## src/rtl/pmu_pkg.sv

```systemverilog
package pmu_pkg;
    localparam int ADDR_W = 12;
    localparam int BUS_W  = 64;

    localparam logic [ADDR_W-1:0] OFS_RUN   = 12'h000;
    localparam logic [ADDR_W-1:0] OFS_EN    = 12'h004;
    localparam logic [ADDR_W-1:0] OFS_MASK  = 12'h008;
    localparam logic [ADDR_W-1:0] OFS_STAT  = 12'h00C;
    localparam logic [ADDR_W-1:0] OFS_CLR   = 12'h010;
    localparam int                SEL_BASE  = 'h100;
    localparam int                SEL_STEP  = 4;
    localparam int                CNT_BASE  = 'h200;
    localparam int                CNT_STEP  = 8;

    localparam logic [7:0] EV_CYCLE  = 8'h00;
    localparam logic [7:0] EV_WRBEAT = 8'h83;
    localparam logic [7:0] EV_RDBEAT = 8'h84;

    typedef enum logic [0:0] {
        S_IDLE   = 1'b0,
        S_ACCESS = 1'b1
    } bus_st_e;
endpackage

```

## src/rtl/pmu_bus_fsm.sv

```systemverilog
module pmu_bus_fsm
    import pmu_pkg::*;
(
    input  logic              clk,
    input  logic              rst_n,
    input  logic              bus_req,
    input  logic              bus_we,
    input  logic [ADDR_W-1:0] bus_addr,
    input  logic [BUS_W-1:0]  bus_wdata,
    output logic              acc_rd,
    output logic              acc_wr,
    output logic [ADDR_W-1:0] acc_addr,
    output logic [BUS_W-1:0]  acc_wdata,
    output logic              bus_ack
);
    bus_st_e state_q, state_d;
    logic    we_q;
    logic    ack_q;

    // State register and request capture
    always_ff @(posedge clk) begin
        if (!rst_n) begin
            state_q   <= S_IDLE;
            we_q      <= 1'b0;
            acc_addr  <= '0;
            acc_wdata <= '0;
            ack_q     <= 1'b0;
        end else begin
            state_q <= state_d;
            ack_q   <= (state_q == S_ACCESS);
            if (state_q == S_IDLE && bus_req) begin
                we_q      <= bus_we;
                acc_addr  <= bus_addr;
                acc_wdata <= bus_wdata;
            end
        end
    end

    always_comb begin
        state_d = state_q;
        unique case (state_q)
            S_IDLE:   if (bus_req) state_d = S_ACCESS;
            S_ACCESS: state_d = S_IDLE;
            default:  state_d = S_IDLE;
        endcase
    end

    // Outputs
    always_comb begin
        acc_rd = 1'b0;
        acc_wr = 1'b0;
        unique case (state_q)
            S_IDLE:   ;
            S_ACCESS: begin
                acc_wr = we_q;
                acc_rd = !we_q;
            end
            default:  ;
        endcase
    end

    assign bus_ack = ack_q;

    p_ack_pulse_r11: assert property (@(posedge clk) disable iff (!rst_n)
        bus_ack |=> !bus_ack);
endmodule

```

## src/rtl/pmu_counter.sv

```systemverilog
module pmu_counter
    import pmu_pkg::*;
#(
    parameter int CNT_W = 48,
    parameter int SEL_W = 8
) (
    input  logic             clk,
    input  logic             rst_n,
    input  logic             count_en,
    input  logic             evt_wr_beat,
    input  logic             evt_rd_beat,
    input  logic             sel_we,
    input  logic [SEL_W-1:0] sel_wdata,
    input  logic             cnt_we,
    input  logic [CNT_W-1:0] cnt_wdata,
    output logic [SEL_W-1:0] sel,
    output logic [CNT_W-1:0] cnt,
    output logic             ovf
);
    localparam logic [CNT_W-1:0] CNT_MAX = '1;

    logic hit, step;

    always_comb begin
        if (sel == SEL_W'(EV_CYCLE))       hit = 1'b1;
        else if (sel == SEL_W'(EV_WRBEAT)) hit = evt_wr_beat;
        else if (sel == SEL_W'(EV_RDBEAT)) hit = evt_rd_beat;
        else                               hit = 1'b0;
    end

    assign step = count_en && hit && !cnt_we;
    assign ovf  = step && (cnt == CNT_MAX);

    always_ff @(posedge clk) begin
        if (!rst_n) begin
            sel <= '0;
            cnt <= '0;
        end else begin
            if (sel_we) sel <= sel_wdata;
            if (cnt_we)    cnt <= cnt_wdata;
            else if (step) cnt <= cnt + 1'b1;
        end
    end

    p_hold_r5: assert property (@(posedge clk) disable iff (!rst_n)
        (!count_en && !cnt_we) |=> $stable(cnt));
    p_step_r4: assert property (@(posedge clk) disable iff (!rst_n)
        (step && cnt != CNT_MAX) |=> (cnt == $past(cnt) + 1'b1));
    p_wrap_r7: assert property (@(posedge clk) disable iff (!rst_n)
        ovf |=> (cnt == '0));
endmodule

```

## src/rtl/pmu_irq.sv

```systemverilog
module pmu_irq #(
    parameter int N_CNT = 8
) (
    input  logic             clk,
    input  logic             rst_n,
    input  logic [N_CNT-1:0] ovf,
    input  logic             clr_we,
    input  logic             mask_we,
    input  logic [N_CNT-1:0] wbits,
    output logic [N_CNT-1:0] mask,
    output logic [N_CNT-1:0] stat,
    output logic             irq
);
    logic [N_CNT-1:0] clr_bits;
    assign clr_bits = clr_we ? wbits : '0;

    always_ff @(posedge clk) begin
        if (!rst_n) begin
            mask <= '1;
            stat <= '0;
            irq  <= 1'b0;
        end else begin
            if (mask_we) mask <= wbits;
            stat <= (stat & ~clr_bits) | ovf;
            irq  <= |(stat & ~mask);
        end
    end

    for (genvar i = 0; i < N_CNT; i++) begin : g_chk
        p_ovf_sets_r7: assert property (@(posedge clk) disable iff (!rst_n)
            ovf[i] |=> stat[i]);
        p_sticky_r8: assert property (@(posedge clk) disable iff (!rst_n)
            (stat[i] && !clr_bits[i]) |=> stat[i]);
    end
endmodule

```

## src/rtl/pmu_ddr_evcnt.sv

```systemverilog
module pmu_ddr_evcnt
    import pmu_pkg::*;
#(
    parameter int N_CNT = 8,
    parameter int CNT_W = 48,
    parameter int SEL_W = 8
) (
    input  logic              clk,
    input  logic              rst_n,
    input  logic              bus_req,
    input  logic              bus_we,
    input  logic [ADDR_W-1:0] bus_addr,
    input  logic [BUS_W-1:0]  bus_wdata,
    output logic              bus_ack,
    output logic [BUS_W-1:0]  bus_rdata,
    input  logic              evt_wr_beat,
    input  logic              evt_rd_beat,
    output logic              irq
);
    logic              acc_rd, acc_wr;
    logic [ADDR_W-1:0] acc_addr;
    logic [BUS_W-1:0]  acc_wdata;

    logic              run_q;
    logic [N_CNT-1:0]  en_q;
    logic [N_CNT-1:0]  mask, stat, ovf;
    logic [N_CNT-1:0]  sel_we, cnt_we;
    logic [SEL_W-1:0]  sel [N_CNT];
    logic [CNT_W-1:0]  cnt [N_CNT];
    logic [BUS_W-1:0]  rd_val;
    logic              unused_hi;

    assign unused_hi = ^acc_wdata[BUS_W-1:CNT_W];

    pmu_bus_fsm u_bus (
        .clk(clk), .rst_n(rst_n),
        .bus_req(bus_req), .bus_we(bus_we),
        .bus_addr(bus_addr), .bus_wdata(bus_wdata),
        .acc_rd(acc_rd), .acc_wr(acc_wr),
        .acc_addr(acc_addr), .acc_wdata(acc_wdata),
        .bus_ack(bus_ack)
    );

    // Write decode for per-counter registers
    always_comb begin
        for (int i = 0; i < N_CNT; i++) begin
            sel_we[i] = acc_wr && (acc_addr == ADDR_W'(SEL_BASE + SEL_STEP * i));
            cnt_we[i] = acc_wr && (acc_addr == ADDR_W'(CNT_BASE + CNT_STEP * i));
        end
    end

    always_ff @(posedge clk) begin
        if (!rst_n) begin
            run_q <= 1'b0;
            en_q  <= '0;
        end else if (acc_wr) begin
            if (acc_addr == OFS_RUN) run_q <= acc_wdata[0];
            if (acc_addr == OFS_EN)  en_q  <= acc_wdata[N_CNT-1:0];
        end
    end

    for (genvar i = 0; i < N_CNT; i++) begin : g_cnt
        pmu_counter #(.CNT_W(CNT_W), .SEL_W(SEL_W)) u_cnt (
            .clk(clk), .rst_n(rst_n),
            .count_en(run_q && en_q[i]),
            .evt_wr_beat(evt_wr_beat), .evt_rd_beat(evt_rd_beat),
            .sel_we(sel_we[i]), .sel_wdata(acc_wdata[SEL_W-1:0]),
            .cnt_we(cnt_we[i]), .cnt_wdata(acc_wdata[CNT_W-1:0]),
            .sel(sel[i]), .cnt(cnt[i]), .ovf(ovf[i])
        );
    end

    pmu_irq #(.N_CNT(N_CNT)) u_irq (
        .clk(clk), .rst_n(rst_n),
        .ovf(ovf),
        .clr_we(acc_wr && acc_addr == OFS_CLR),
        .mask_we(acc_wr && acc_addr == OFS_MASK),
        .wbits(acc_wdata[N_CNT-1:0]),
        .mask(mask), .stat(stat), .irq(irq)
    );

    // Read mux
    always_comb begin
        rd_val = '0;
        if (acc_addr == OFS_RUN)  rd_val = BUS_W'(run_q);
        if (acc_addr == OFS_EN)   rd_val = BUS_W'(en_q);
        if (acc_addr == OFS_MASK) rd_val = BUS_W'(mask);
        if (acc_addr == OFS_STAT) rd_val = BUS_W'(stat);
        for (int i = 0; i < N_CNT; i++) begin
            if (acc_addr == ADDR_W'(SEL_BASE + SEL_STEP * i)) rd_val = BUS_W'(sel[i]);
            if (acc_addr == ADDR_W'(CNT_BASE + CNT_STEP * i)) rd_val = BUS_W'(cnt[i]);
        end
    end

    always_ff @(posedge clk) begin
        if (!rst_n)      bus_rdata <= '0;
        else if (acc_rd) bus_rdata <= rd_val;
    end
endmodule

```

## config.mk

```make
export PLATFORM = sky130hd
export DESIGN_NAME = pmu_ddr_evcnt
export DESIGN_NICKNAME = d
export VERILOG_FILES = /design/src/rtl/pmu_pkg.sv /design/src/rtl/pmu_bus_fsm.sv /design/src/rtl/pmu_counter.sv /design/src/rtl/pmu_irq.sv /design/src/rtl/pmu_ddr_evcnt.sv
export SDC_FILE = /design/constraint.sdc
export NUM_CORES = 2
export LEC_CHECK = 0
export ABC_CLOCK_PERIOD_IN_PS = 4200
export BUFFER_PORTS_ARGS = -buffer_cell sky130_fd_sc_hd__buf_2
export CORE_UTILIZATION = 63
export DETAILED_ROUTE_END_ITERATION = 8
export GPL_TIMING_DRIVEN = 0
export PLACE_DENSITY = 0.81
export SYNTH_ARGS = -nofsm -noshare
export SYNTH_HDL_FRONTEND = slang
export SYNTH_SLANG_ARGS = --single-unit
```

## constraint.sdc

```tcl
create_clock -name clk -period 4.2 [get_ports clk]
set_clock_uncertainty 0.2 [all_clocks]
set_input_delay 0.21 -clock clk [delete_from_list [all_inputs] [get_ports clk]]
set_output_delay 0.21 -clock clk [all_outputs]
set_load 0.1 [all_outputs]
```

# Word level (Yosys, flattened, before mapping)
# Cells that the tools add are included.
# word_totals
input_bits,82
romBits,0
out_inout_bits,66
reg_bits,601
ramBits,0
latch_bits,0
wordCells,230
mem_count,0
# classes
multipliers,0
n_shift,0
mux,65
n_lt_le_gt_ge,0
n_reduce_logical,80
bitwise,6
addsub,8
n_eq_ne,44
div,0
# ops
cell,n
two-way mux 64 bit,19
two-way mux 48 bit,16
adder 48 x 1 -> 48 bit (second input constant),8
== test 48 bit (second input constant),8
== test 8 bit (second input constant),16
== test 12 x 10 -> 1 bit (second input constant),8
== test 12 x 9 -> 1 bit (second input constant),8
logical NOT 8 bit,8
logical AND 1 bit,51
two-way mux 1 bit,28
== test 12 x 4 -> 1 bit (second input constant),2
bitwise AND 8 bit,2
inverter 8 bit,2
nonzero test 2 bit,8
== test 12 x 3 -> 1 bit (second input constant),1
== test 12 x 5 -> 1 bit (second input constant),1
logical NOT 12 bit,1
logical NOT 1 bit,9
two-way mux 8 bit,1
bitwise OR 8 bit,1
OR reduction 8 bit,1
AND reduction 2 bit,2
one-hot mux 1 bit (2 select lines),1
inverter 1 bit,1

# Logic depth before layout (Yosys ltp)
# depth
depth_word,21
depth_mapped,10
mapped_depth_nobuf,7

# Cells and area by module
# Synthesis repeated with hierarchy kept, for this count alone.
# unflattened
hier_cells,4409
hier_area_um2,36468.7
# modules_own_cells
module,area_per_inst_um2,seq_area_each_um2,instances,cells_each
pmu_counter (g_cnt[0].u_cnt ...),3452.1,1121.1,7,412
pmu_ddr_evcnt,5362.6,1141.1,1,722
pmu_counter (g_cnt[3].u_cnt),3154.3,1121.1,1,389
pmu_bus_fsm,3135.5,1581.5,1,341
pmu_irq,651.9,340.3,1,73

# Worst setup path before layout
# OpenSTA, ideal clock, no wires.
# synth_timing
path_type,register to register
start,reg g_cnt[5].u_cnt.sel[4]
end,reg g_cnt[5].u_cnt.cnt[33]
required_time_ps,3926
setup_slack_ps,1731
setup_time_ps,74
synth_period_minus_slack_ps,2469
stages_incl_launch_ff,8
arrival_time_ps,2195
n_path_buf,1
path_cell_list,dfxtp_1 -> or4b_1 -> nor3b_2 -> nand4_1 -> clkbuf_1 -> nor4_1 -> mux2_2 -> o21ai_0
# synth_via
elab_chain_cells,7
word_cells_on_any_way,9
classes_between,2 x eq/ne; 3 x mux; 4 x reduce/logical
# synth_rtl
item,line_no,source
"start, declared",pmu_counter.sv:16,"output logic [SEL_W-1:0] sel,"
"start signal, assigned",pmu_counter.sv:39,if (sel_we) sel <= sel_wdata;
== test 8 bit,pmu_counter.sv:27,else if (sel == SEL_W'(EV_RDBEAT)) hit = evt_rd_beat;
two-way mux 1 bit,pmu_counter.sv:27,
two-way mux 1 bit,pmu_counter.sv:26,else if (sel == SEL_W'(EV_WRBEAT)) hit = evt_wr_beat;
two-way mux 1 bit (*),pmu_counter.sv:25,if (sel == SEL_W'(EV_CYCLE)) hit = 1'b1;
logical AND 1 bit (*) (2 in series),pmu_counter.sv:31,assign step = count_en && hit && !cnt_we;
nonzero test 2 bit (no line) (*),--,
"end signal, assigned",pmu_counter.sv:40,if (cnt_we) cnt <= cnt_wdata;
"end signal, assigned",pmu_counter.sv:41,else if (step) cnt <= cnt + 1'b1;
"end, declared",pmu_counter.sv:17,"output logic [CNT_W-1:0] cnt,"
# Mark *: on every way between the ends. The rest lies on a longest branch, timed or not.
# A chain may end at the register's enable or synchronous reset.

# Worst setup path in the final report
# layout_timing
start,reg u_bus.acc_addr[0]
end,reg bus_rdata[37]
# layout_via
elab_chain_cells,19
word_cells_on_any_way,36
classes_between,18 x eq/ne; 18 x mux
# layout_rtl
item,line_no,source
"start, declared",pmu_bus_fsm.sv:12,"output logic [ADDR_W-1:0] acc_addr,"
"start signal, assigned",pmu_bus_fsm.sv:33,acc_addr <= bus_addr;
== test 12 x 4 -> 1 bit,pmu_ddr_evcnt.sv:87,if (acc_addr == OFS_MASK) rd_val = BUS_W'(mask);
two-way mux 64 bit,pmu_ddr_evcnt.sv:87,
two-way mux 64 bit,pmu_ddr_evcnt.sv:88,if (acc_addr == OFS_STAT) rd_val = BUS_W'(stat);
two-way mux 64 bit,pmu_ddr_evcnt.sv:90,if (acc_addr == ADDR_W'(SEL_BASE + SEL_STEP * i)) rd_val = BUS_W'(sel[i]);
two-way mux 64 bit,pmu_ddr_evcnt.sv:91,if (acc_addr == ADDR_W'(CNT_BASE + CNT_STEP * i)) rd_val = BUS_W'(cnt[i]);
two-way mux 64 bit,pmu_ddr_evcnt.sv:90,
two-way mux 64 bit,pmu_ddr_evcnt.sv:91,
two-way mux 64 bit,pmu_ddr_evcnt.sv:90,
(+3 left out),--,
two-way mux 64 bit,pmu_ddr_evcnt.sv:90,
two-way mux 64 bit,pmu_ddr_evcnt.sv:91,
two-way mux 64 bit,pmu_ddr_evcnt.sv:90,
two-way mux 64 bit,pmu_ddr_evcnt.sv:91,
two-way mux 64 bit,pmu_ddr_evcnt.sv:90,
two-way mux 64 bit,pmu_ddr_evcnt.sv:91,
two-way mux 64 bit,pmu_ddr_evcnt.sv:90,
two-way mux 64 bit (*),pmu_ddr_evcnt.sv:91,
"end signal, assigned",pmu_ddr_evcnt.sv:97,else if (acc_rd) bus_rdata <= rd_val;
"end, declared",pmu_ddr_evcnt.sv:15,"output logic [BUS_W-1:0] bus_rdata,"
# Marked as above.

==> results.yml <==
cells_and_area:
  drive_gt1_share_pct: 8.59
  fillers: 3918
  final_nets: 4509
  fin_area_sq_mm: 0.0367
  register_area_sq_mm: 0.0117
  fin_util_pct: 72.6
  area_growth_pct: 13.0
  multi_input_area_sq_mm: 0.0189
floorplan:
  die-area_sq_mm: 0.0524
  coreArea_sq_mm: 0.0505
  die_h_um: 229
  std_cell_rows: 82
  pin_count: 148
  dieWidth_um: 229
  start_util_pct: 64.3
drt:
  viasPerCell: 7.49
  avgRoutedWirePerCell_um: 31.6
  routed_wl_mm: 163
  drtAntennaViolNets: 0
  drt_pass1_iterations: 9
  drc: 41
  drt_iter0_drc: 7813
  via_count: 38600
critical_path:
  crit_chain: "buf_2, nor4b_2, and3_1, clkbuf_1, buf_2, clkbuf_1, a221oi_1, a31oi_1"
  worstSetupPathType: "reg2reg"
  crit_path_start_kind: "flop"
  crit_path_top_delay_cell: "nor4b_2"
  slowest_delay_ps: 800
  arrival_ps: 4740
  required_ps: 4580
  rr_endpoint: "bus_rdata[37]"
  r2r_slack_ps: -160
  cp-end-kind: "flop"
  reg2reg_depth: 8
  r2r_start: "u_bus.acc_addr[0]"
  crit_fanout: 10
min_path:
  holdPathEnd: "u_bus.acc_addr[0]"
  min_from: "bus_req"
  worstHoldPathType: "in2reg"
  holdPathStages: 5
grt:
  grt_pass1_vias: 34600
  antenna_found_initial: 10
  globalRoute.busiestLayer: "met2"
  grt_overflow: 0
  grt_pass1_wl_mm: 229
  grt_max_degree: 16
  grtUsageMet2_pct: 79.4
  use_met3_pct: 34.2
  grtUsageTotal_pct: 59.4
  met1_usage_pct: 71.6
timing:
  fin_crit_sh_pct: 104
  rsz0062_at_grt: "false"
  clock.fmax_ghz: 0.229
  tightest_slew_ps: 1580
  tns_ps: -1200
  final.min_clock_period_ps: 4360
  setup_ws_ps: -163
  slew_headroom_pct: -6.22
  slew_violations: 2
  whs_ps: 125
  hold_viol: 0
  finalSetupViolations: 16
clock_network:
  cts_tree: "yes"
  path_clk_slew_ps: 60
  postCtsSetupBuffers: 0
  cts_root_buffer: "clkbuf_16"
  htree_levels: 2
  cts_buffers: 61
  insertion_delay_ps: 680
  cts_sinks: 585
  clock_path_buffers: 3
power:
  power.density_mw_per_mm2: 347
  ir_worst_vdd_uv: 401
  cellLeakagePower_uw: 0.0118
yosys:
  synth_most_common_cell: "dfxtp_1"
  synthCells: 4166
  synth_common_cells: "585 x dfxtp_1, 404 x nand2_1, 335 x a21oi_1, 331 x o21ai_0, 271 x clkbuf_1"
  synth_top_flop_cell: "dfxtp_1"
  synth-edff-count: 0
  synth_seq_cells: 585
  ys_async_sr_fraction_pct: 0
  synth_area_leaders: "dfxtp_1 36%, xnor2_1 5.8%, a21oi_1 5.2%"
  yosysSeqAreaShare_pct: 36.1
  synthDistinctLibCells: 90
  yosysTopAreaCellShare_pct: 36.1
  avgSynthCellArea_sq_um: 7.79
  syn_area_sq_mm: 0.0324
  synth_warnings: 0
  yosys.area.top_type: "dfxtp_1"
job:
  cap_viol_max_count: 2
outcome:
  violations: "design-rule violations, max-capacitance violations, max-slew violations, negative setup slack"
  status: "finished, violations left"
place:
  dp_hpwl_mm: 119
  place.gp.congestion: 1.17
  post-place-ws_ps: 277
  place_area_sq_mm: 0.0339
  numPortBuffers: 114
[through the flow]
stage	total power, uW	std cells
6_report	12700	5158
5_1_grt	12800	5142
4_1_cts	12500	5141
3_5_place_dp	6840	4967
3_3_place_gp	6830	4967
2_1_floorplan	6440	4181
[registers in the layout (all words and copies together) (netlist names)]
name,flops
u_bus.bus_ack,1
u_irq.mask,8
bus_rdata,48
g_cnt.u_cnt.sel,64
u_bus.state_q,1
u_bus.we_q,1
u_bus.acc_addr,12
g_cnt.u_cnt.cnt,384
run_q,1
u_irq.stat,8
u_irq.irq,1
u_bus.acc_wdata,48
en_q,8
[cell type report]
| cell class | count | area share [%] |
|---|---|---|
| clock buffer | 88 | 4.85 |
| clock inverter | 25 | 0.805 |
| inverter | 97 | 0.993 |
| tap | 672 | 2.29 |
| multi-input combinational | 3132 | 51.6 |
| sequential | 585 | 31.9 |
| buffer | 367 | 4.13 |
| antenna | 17 | 0.116 |
| timing repair buffer | 175 | 3.22 |
[report_power, final]
| part | leakage (uW) | internal, uW | switching [uW] | total (uW) |
|---|---|---|---|---|
| registers | 0.00473 | 5610 | 116 | 5730 |
| clock network | 0.00103 | 3300 | 2550 | 5850 |
| logic | 0.00600 | 237 | 913 | 1150 |
[routing by layer]
layer / share of wire (%) / up-vias
li1: - / 15800
met1: 34 / 17800
met2: 38 / 3943
met3: 20 / 1057
met4: 8.2 / 12
met5: 0.10 / -
[what timing repair did]
| action | 4_1_cts | 5_1_grt |
|---|---|---|
| hold endpoints to repair | 61 | 0 |
| gates resized for setup | 0 | 6 |
| setup endpoints to repair | 0 | 13 |
| hold buffers | 61 | 0 |
[critical path: cells and delay by family, from the launching register on]
kind	cells	cell delay, ps
buffers and inverters	4	2120
and+or+nand+nor	2	1100
AOI/OAI and AO/OA	2	500
DFF	1	330
[kinds of logic after synthesis]
logic type      after synthesis  share of synthesized area, %
flops                       585                          36.1
compound gates             1124                          21.4
fa+ha+maj                     8                         0.309
xor+xnor                    276                          7.45
buf+inv                     464                          5.79
mux                          95                          3.16
other cells                   1                        0.0116
simple gates               1613                          25.8
[placed cells by master, fill, tap and decap left out, types with 22 or more instances in the layout]
cell type,instances
o22ai_1,22
o21ai_0,331
nand3_1,261
a211oi_1,119
nand2_1,404
clkbuf_16,61
nand4_1,121
mux2i_1,46
a31oi_1,58
nor3_1,149
xnor2_1,215
buf_1,26
a21oi_1,335
nor2_1,253
a22o_1,51
inv_1,97
dfxtp_1,585
xor2_1,61
or3_1,63
nor4_1,116
a221oi_1,66
dlygate4sd3_1,61
and3_1,61
buf_2,165
clkbuf_1,281
mux2_2,48
and4_1,43
a22oi_1,23
[worst max-delay path by stage]
stage | from | end | slack, ps | cells past startpoint
CTS | u_bus.acc_addr[0] | u_irq.stat[5] | 260 | 7
detailed placement | u_bus.acc_addr[0] | bus_rdata[34] | 280 | 8
finish | u_bus.acc_addr[0] | bus_rdata[37] | -160 | 8
global placement | u_bus.acc_addr[2] | g_cnt[2].u_cnt.cnt[31] | 190 | 9
floorplan | g_cnt[5].u_cnt.sel[4] | g_cnt[5].u_cnt.cnt[33] | 1730 | 7
global route | u_bus.acc_addr[4] | u_irq.stat[3] | 30 | 7
Note: power is estimated with default switching activity, not from simulation.
